**src/rtl/seeprom_word_reader.sv**
```systemverilog
module seeprom_word_reader #(
  parameter int HALF_CYC = 16,
  parameter int ADDR_W   = 6,
  parameter int CNT_W    = 7
) (
  input  logic             clk,
  input  logic             rst_n,
  input  logic             req,
  input  logic [7:0]       start_addr,
  input  logic [CNT_W-1:0] word_count,
  input  logic             swap,
  output logic             busy,
  output logic             word_vld,
  output logic [15:0]      word_data,
  output logic             done,
  output logic             ee_cs,
  output logic             ee_sk,
  output logic             ee_di,
  input  logic             ee_do
);

  localparam int TW = (HALF_CYC > 1) ? $clog2(HALF_CYC) : 1;
  localparam logic [TW-1:0] T_END = TW'(HALF_CYC - 1);
  localparam logic [5:0] IDL_END = 6'd53;
  localparam logic [5:0] IDL_LAST_HI = 6'd51;
  localparam logic [5:0] CMD_END = 6'd23;
  localparam logic [5:0] DAT_END = 6'd31;
  localparam logic [2:0] RD_OP = 3'b110;

  typedef enum logic [2:0] {S_IDLE, S_PRE, S_CMD, S_DATA, S_POST} st_t;

  st_t              st;
  logic [TW-1:0]    tick;
  logic [5:0]       step, step_lim;
  logic [ADDR_W-1:0] addr;
  logic [CNT_W-1:0] left;
  logic             swap_q;
  logic [15:0]      shreg, nxt;
  logic [10:0]      cmd;
  logic [3:0]       cidx;
  logic             adv, last;

  assign cmd  = {RD_OP, 8'(addr)};
  assign adv  = (tick == T_END);
  assign last = adv && (step == step_lim);
  assign busy = (st != S_IDLE);
  assign nxt  = {shreg[14:0], ee_do};
  assign cidx = 4'd10 - 4'((step - 6'd2) >> 1);

  always_comb begin
    case (st)
      S_CMD:   step_lim = CMD_END;
      S_DATA:  step_lim = DAT_END;
      default: step_lim = IDL_END;
    endcase
  end

  always_comb begin
    ee_cs = 1'b0;
    ee_sk = 1'b0;
    ee_di = 1'b0;
    case (st)
      S_PRE, S_POST: begin
        ee_cs = (step != IDL_END);
        ee_sk = step[0] && (step <= IDL_LAST_HI);
      end
      S_CMD: begin
        ee_cs = 1'b1;
        ee_sk = step[0];
        ee_di = (step >= 6'd2) ? cmd[cidx] : 1'b0;
      end
      S_DATA: begin
        ee_cs = 1'b1;
        ee_sk = step[0];
      end
      default: ;
    endcase
  end

  always_ff @(posedge clk) begin
    if (!rst_n) begin
      st        <= S_IDLE;
      tick      <= '0;
      step      <= '0;
      addr      <= '0;
      left      <= '0;
      swap_q    <= 1'b0;
      shreg     <= '0;
      word_data <= '0;
      word_vld  <= 1'b0;
      done      <= 1'b0;
    end else begin
      word_vld <= 1'b0;
      done     <= 1'b0;
      if (st == S_IDLE) begin
        tick <= '0;
        step <= '0;
        if (req && (word_count != '0)) begin
          st     <= S_PRE;
          addr   <= start_addr[ADDR_W-1:0];
          left   <= word_count;
          swap_q <= swap;
        end
      end else begin
        tick <= adv ? '0 : tick + 1'b1;
        if (adv) step <= last ? 6'd0 : step + 6'd1;
        if (st == S_DATA && adv && step[0]) shreg <= nxt;
        if (last) begin
          case (st)
            S_PRE:  st <= S_CMD;
            S_CMD:  st <= S_DATA;
            S_DATA: begin
              st        <= S_POST;
              word_vld  <= 1'b1;
              word_data <= swap_q ? {nxt[7:0], nxt[15:8]} : nxt;
            end
            default: begin
              if (left == CNT_W'(1)) begin
                st   <= S_IDLE;
                done <= 1'b1;
              end else begin
                st   <= S_PRE;
                left <= left - 1'b1;
                addr <= addr + 1'b1;
              end
            end
          endcase
        end
      end
    end
  end

  AST_IDLE_QUIET: assert property (@(posedge clk) disable iff (!rst_n)
    !busy |-> (!ee_cs && !ee_sk && !word_vld));
  AST_START_BUSY: assert property (@(posedge clk) disable iff (!rst_n)
    (!busy && req && word_count != '0) |=> busy);
  AST_SK_NEEDS_CS: assert property (@(posedge clk) disable iff (!rst_n)
    ee_sk |-> ee_cs);
  AST_DI_SETUP: assert property (@(posedge clk) disable iff (!rst_n)
    (st == S_CMD && $rose(ee_sk)) |-> $stable(ee_di));
  AST_VLD_AFTER_DATA: assert property (@(posedge clk) disable iff (!rst_n)
    word_vld |-> (st == S_POST && $past(st == S_DATA)));
  AST_DONE_PULSE: assert property (@(posedge clk) disable iff (!rst_n)
    done |=> !done);
  AST_DONE_ENDS_BUSY: assert property (@(posedge clk) disable iff (!rst_n)
    done |-> (!busy && $past(busy)));

endmodule

```
**config.mk**
```make
export PLATFORM = sky130hd
export DESIGN_NAME = seeprom_word_reader
export DESIGN_NICKNAME = d
export VERILOG_FILES = /design/src/rtl/seeprom_word_reader.sv
export SDC_FILE = /design/constraint.sdc
export NUM_CORES = 1
export LEC_CHECK = 0
export ABC_AREA = 1
export BUFFER_PORTS_ARGS = -buffer_cell sky130_fd_sc_hd__buf_2
export CORE_MARGIN = 2
export CORE_UTILIZATION = 25
export DETAILED_ROUTE_END_ITERATION = 7
export HOLD_SLACK_MARGIN = 0.08
export SYNTH_ARGS = -nofsm -noshare
export SYNTH_HDL_FRONTEND = slang
export SYNTH_SLANG_ARGS = --single-unit
```
**constraint.sdc**
```tcl
create_clock -name clk -period 3.9 [get_ports clk]
set_clock_uncertainty 0.1 [all_clocks]
set_input_delay 0.195 -clock clk [delete_from_list [all_inputs] [get_ports clk]]
set_output_delay 0.195 -clock clk [all_outputs]
set_load 0.005 [all_outputs]
```
After elaboration in Yosys (flattened, before gate mapping). Cells that the tools add are included.

Bits in read-only memories: 0. Input port bits: 20. Bits in writable memories: 0. Output and inout port bits: 22. Bits in registers: 60. Logic and storage cells: 80. Bits in latches: 0. Memories: 0.

$mul: 0. Equality and inequality tests: 11. Reduce and logical (&&, ||, !) cells: 21. Shifts and indexed selects: 0. Multiplexer cells: 26. Order comparisons: 3. Bitwise logic cells: 3. $add $sub $neg: 6. Div/mod/pow operators: 0.

Operator list (number): 6-bit two-way mux (6); 7-bit two-way mux (5); 16-bit two-way mux (1); 6-bit by 1-bit adder with 6-bit output, second input constant (2); 6-bit case mux with 2 select lines (1); 3-bit two-way mux (3); 3-bit case mux with 3 select lines (1); 3-bit OR reduction (3); 7-bit by 1-bit equality test with 1-bit output, second input constant (1); 7-bit nonzero test (1); 7-bit by 1-bit subtractor with 7-bit output, second input constant (1); 3-bit by 2-bit equality test with 1-bit output, second input constant (2); 6-bit equality test (1); 6-bit by 2-bit >= comparator with 1-bit output, second input constant (1); 6-bit less-or-equal comparator, second input constant (1); 1-bit two-way mux (6); 6-bit inequality test, second input constant (1); 2-bit AND reduction (3); 2-bit OR reduction (3); 6-bit OR reduction (1); 1-bit logical AND (5); 4-bit by 5-bit less-than comparator with 1-bit output, second input constant (1); 5-bit by 2-bit subtractor with 5-bit output, second input constant (1); 4-bit by 1-bit adder with 4-bit output, second input constant (1); other kinds (14) (18).

Depth between registers and ports, before layout.
Depth in word-level cells: 6. Mapped depth: 12. Gate-level depth less buffers: 12.

Worst setup path before layout. Ideal clock, no wire load.

Path kind: register -> output. Start point: reg step[1]. End point: out ee_di. Stages on the path, launching flop included: 10. Arrival: 1473 ps. Data required time: 3605 ps. Path slack: 2132 ps. Path buffers: 0. Path through: dfxtp_1 inv_1 ha_1 inv_1 nand2_1 nand3_1 xnor2_1 o21ai_0 nand2_1 nor2_1.

Cells in the longest elaborated chain, start to end: 6. Elaborated cells on any way between the ends: 7. Classes of those cells: 2 x add/sub; 1 x order compare; 4 x mux.

Ends and longest elaborated chain: start: declaration (line 34) `logic [5:0] step, step_lim;`; start signal: assignment (line 106) `if (adv) step <= last ? 6'd0 : step + 6'd1;`; 5-bit by 2-bit subtractor with 5-bit output (line 48) `assign cidx = 4'd10 - 4'((step - 6'd2) >> 1);`; 4-bit subtractor (line 48); 1-bit binary-select mux with 4-bit select (line 70) `ee_di = (step >= 6'd2) ? cmd[cidx] : 1'b0;`; 1-bit two-way mux (not written as such) (line 70); 1-bit two-way mux (*) (line 70); 1-bit two-way mux (*) (line 62) `case (st)`; end: declaration (line 18) `output logic ee_di,`.

Mark *: on every way between the ends. The rest lies on a longest branch, timed or not. The select of a mux whose other input is x is not followed.

Final worst setup path. Same ends and word-level chain as after synthesis.

==> reports/qor.yml <==
hold_viol: 0
synth_warnings: 0
min_to: "swap_q"
grt_max_degree: 49
r2r_cells: 9
wl_um: 7749
dpl.hpwl_um: 5566
synthTopCellsByCount: "nand2_1, nor2_1, o21ai_0"
diodes: 0
drtIter0Drc: 228
grt_overflow: 0
syn_inst: 470
p_comb_frac: 0.211
fp.dieH_um: 116.7
synth_mux_area_frac: 0
clock-sinks: 60
initial_core_util: 0.2535
status: "finished clean"
finalWorstSetupSlack_ns: 1.372
worst_slew_pin_slew_ns: 0.8081
slew_headroom: 0.4605
drt-wirelength-per-cell_um: 11.41
yosys-top-cells-area: "dfxtp_1, nand2_1, o21ai_0"
portBuffers: 39
fin_crit_sh: 0.6483
die-area_mm2: 0.01361
nNetsFinal: 531
endpoint_kind: "output pin"
fin_crit_ns: 2.528
core_area_mm2: 0.01252
antenna_found_initial: 0
clk_latency_ns: 0.32
io_pins: 42
startpoint: "step[1]"
internal-power_mw: 1.231
cp_top_family: "flip-flops"
max_cap_violations: 0
cp_num_buf_inv: 3
clock_path_buffers: 2
post_cts_buffers: 0
grt_pass1_wl_um: 13270
final_cell_count_no_fill: 679
tritoncts: "yes"
totalNegativeSetupSlack_ns: 0
nFillCells: 1402
htreeDepth: 3
via_count: 3101
rsz0062_at_grt: "false"
clock-root-buffer: "clkbuf_16"
synth_area_mm2: 0.003173
drc: 0
slowest_delay_ns: 0.49
path_cells: "inv_1, ha_1, inv_1, nand2_1, nand3_1, xnor2_1, o21ai_0, nand2_1, nor2_1, buf_2"
ys_seq_area_frac: 0.3785
dr.pass1.iters: 4
cts_inserted_buffers: 9
synth-simple-area-share: 0.2918
power_mw: 1.843
power.net_switching_mw: 0.6120
maxSlewViolCount: 0
ant_nets: 0
rr_startpoint: "st[1]"
async_flop_share: 0
seqPwrFrac: 0.382
die_w_um: 116.7
synth_top_family_by_area: "simple AND/OR/NAND/NOR gates"
clkPwrFrac: 0.408
synth_top_area_cell: "dfxtp_1"
syn2layout_area_growth_pct: 19.12
leakage_nw: 1.570
worstHoldPathType: "input port to register"
place_congestion: 0.8355
ys_seq_elements: 60
ys_types: 32
clk_pin_slew_ns: 0.06
synth_top_area_share: 0.3785
synth_flop_cell: "dfxtp_1"
setup_viol: 0
min-delay-start: "swap"
syn-num-nets: 499
slowest_stage: "dfxtp_1"
cp.arrival_ns: 2.23
track_usage: 0.1226
syn_avg_cell_area_um2: 6.751
place_inst: 662
fp-row-count: 41
swShare: 0.3321
dp_slack_ns: 1.559
via_per_inst: 4.567
synth-compound-area-share: 0.1909
drive_gt1_frac: 0.1400
synth_adder_area_share: 0.03549
synth-edff-count: 0
grt_pass1_vias: 2981
ir_drop_mv: 0.1778
reg2reg_to: "addr[3]"
path_max_fanout: 8
ff2ff_setup_slack_ns: 1.54
required_ns: 3.61
power.density_mw_per_mm2: 487.5
min_path_cells: 3
max_freq_mhz: 395.5
yosysMostFrequentCell: "nand2_1"
crit_type: "register to output pin"
critPathLaunchType: "register"
synthXorXnorAreaFrac: 0.01656
[sequential cells by signal, indices dropped and copies added, names as in the netlist]
register,count
word_vld,1
tick,4
st,3
shreg,15
addr,6
left,7
word_data,16
swap_q,1
step,6
done,1
[power groups by stage]
stage / Clock (mW) / Combinational, mW / Sequential (mW)
final: 0.751 / 0.388 / 0.703
after floorplan: 0 / 0.328 / 0.696
after global placement: 0 / 0.376 / 0.715
after global routing: 0.803 / 0.452 / 0.711
after CTS: 0.773 / 0.389 / 0.703
after detailed placement: 0 / 0.387 / 0.717
[cells in the final DEF, fill, tap and decap left out, types with 2 or more instances in the layout]
| cell | n |
|---|---|
| nand2_2 | 2 |
| or2_2 | 3 |
| nand2_1 | 91 |
| a21oi_1 | 46 |
| nand3_1 | 29 |
| nor2_1 | 69 |
| inv_1 | 42 |
| nand3b_1 | 8 |
| dfxtp_1 | 60 |
| o22ai_1 | 3 |
| clkinvlp_4 | 3 |
| clkbuf_16 | 9 |
| nor3_1 | 2 |
| xor2_1 | 4 |
| nor2_2 | 2 |
| inv_6 | 2 |
| o21ai_1 | 2 |
| nand2_4 | 3 |
| buf_2 | 39 |
| xnor2_1 | 2 |
| inv_2 | 3 |
| ha_1 | 9 |
| o21ai_0 | 62 |
[routing by layer]
layer  wire length, µm  global-route usage  vias up
li1                  -                   -     1604
met4                99             0.03686        0
met1              3448              0.1469     1421
met3               378             0.03581        9
met5                 0                   0        -
met2              3822              0.2128       67
[layout make-up]
cell class | count | area (µm²) | share of cell area
multi-input cells | 345 | 1697 | 0.4489
inverters | 45 | 168.9 | 0.04469
clock inverters | 7 | 60.06 | 0.01589
repair buffers | 41 | 212.7 | 0.05627
well taps | 172 | 215.2 | 0.05693
clock buffers | 9 | 225.2 | 0.05958
flip-flops and latches | 60 | 1201 | 0.3178
[tightest hold or removal path, delay by kind of cell]
| kind | cells | cell delay [ns] |
|---|---|---|
| compound gates | 2 | 0.20 |
| buf+inv | 1 | 0.10 |
[what timing repair did]
action	4_1_cts	5_1_grt
hold buffers	1	0
resized for setup	0	0
hold endpoints to repair	1	0
endpoints found under the setup margin	0	0
[worst max path at each step]
stage                     endpoint  slack, ns  cells past startpoint
after floorplan              ee_di       2.13                      9
after global placement     left[4]       1.61                      9
after CTS                    ee_di       1.37                     10
final                        ee_di       1.37                     10
after global routing         ee_di       1.17                     10
after detailed placement   addr[4]       1.56                      9
[cell families after synthesis]
| kind of cell | count (synthesis) |
|---|---|
| AOI/OAI and AO/OA | 118 |
| xor gates and xnor gates | 6 |
| adders and majority gates | 9 |
| buffers and inverters | 65 |
| DFF | 60 |
| and+or+nand+nor | 212 |
[through the flow]
| stage | instance area, µm² | utilization | hold WS, ns |
|---|---|---|---|
| global route | 3780 | 0.3020 | 0.1049 |
| finish | 3780 | 0.3020 | 0.1090 |
| CTS | 3780 | 0.3020 | 0.09692 |
| global placement | 3485 | 0.2784 | 0.3300 |
| floorplan | 3173 | - | 0.2382 |
| detailed placement | 3485 | 0.2784 | 0.3576 |
Note: power is estimated with default switching activity, not from simulation.
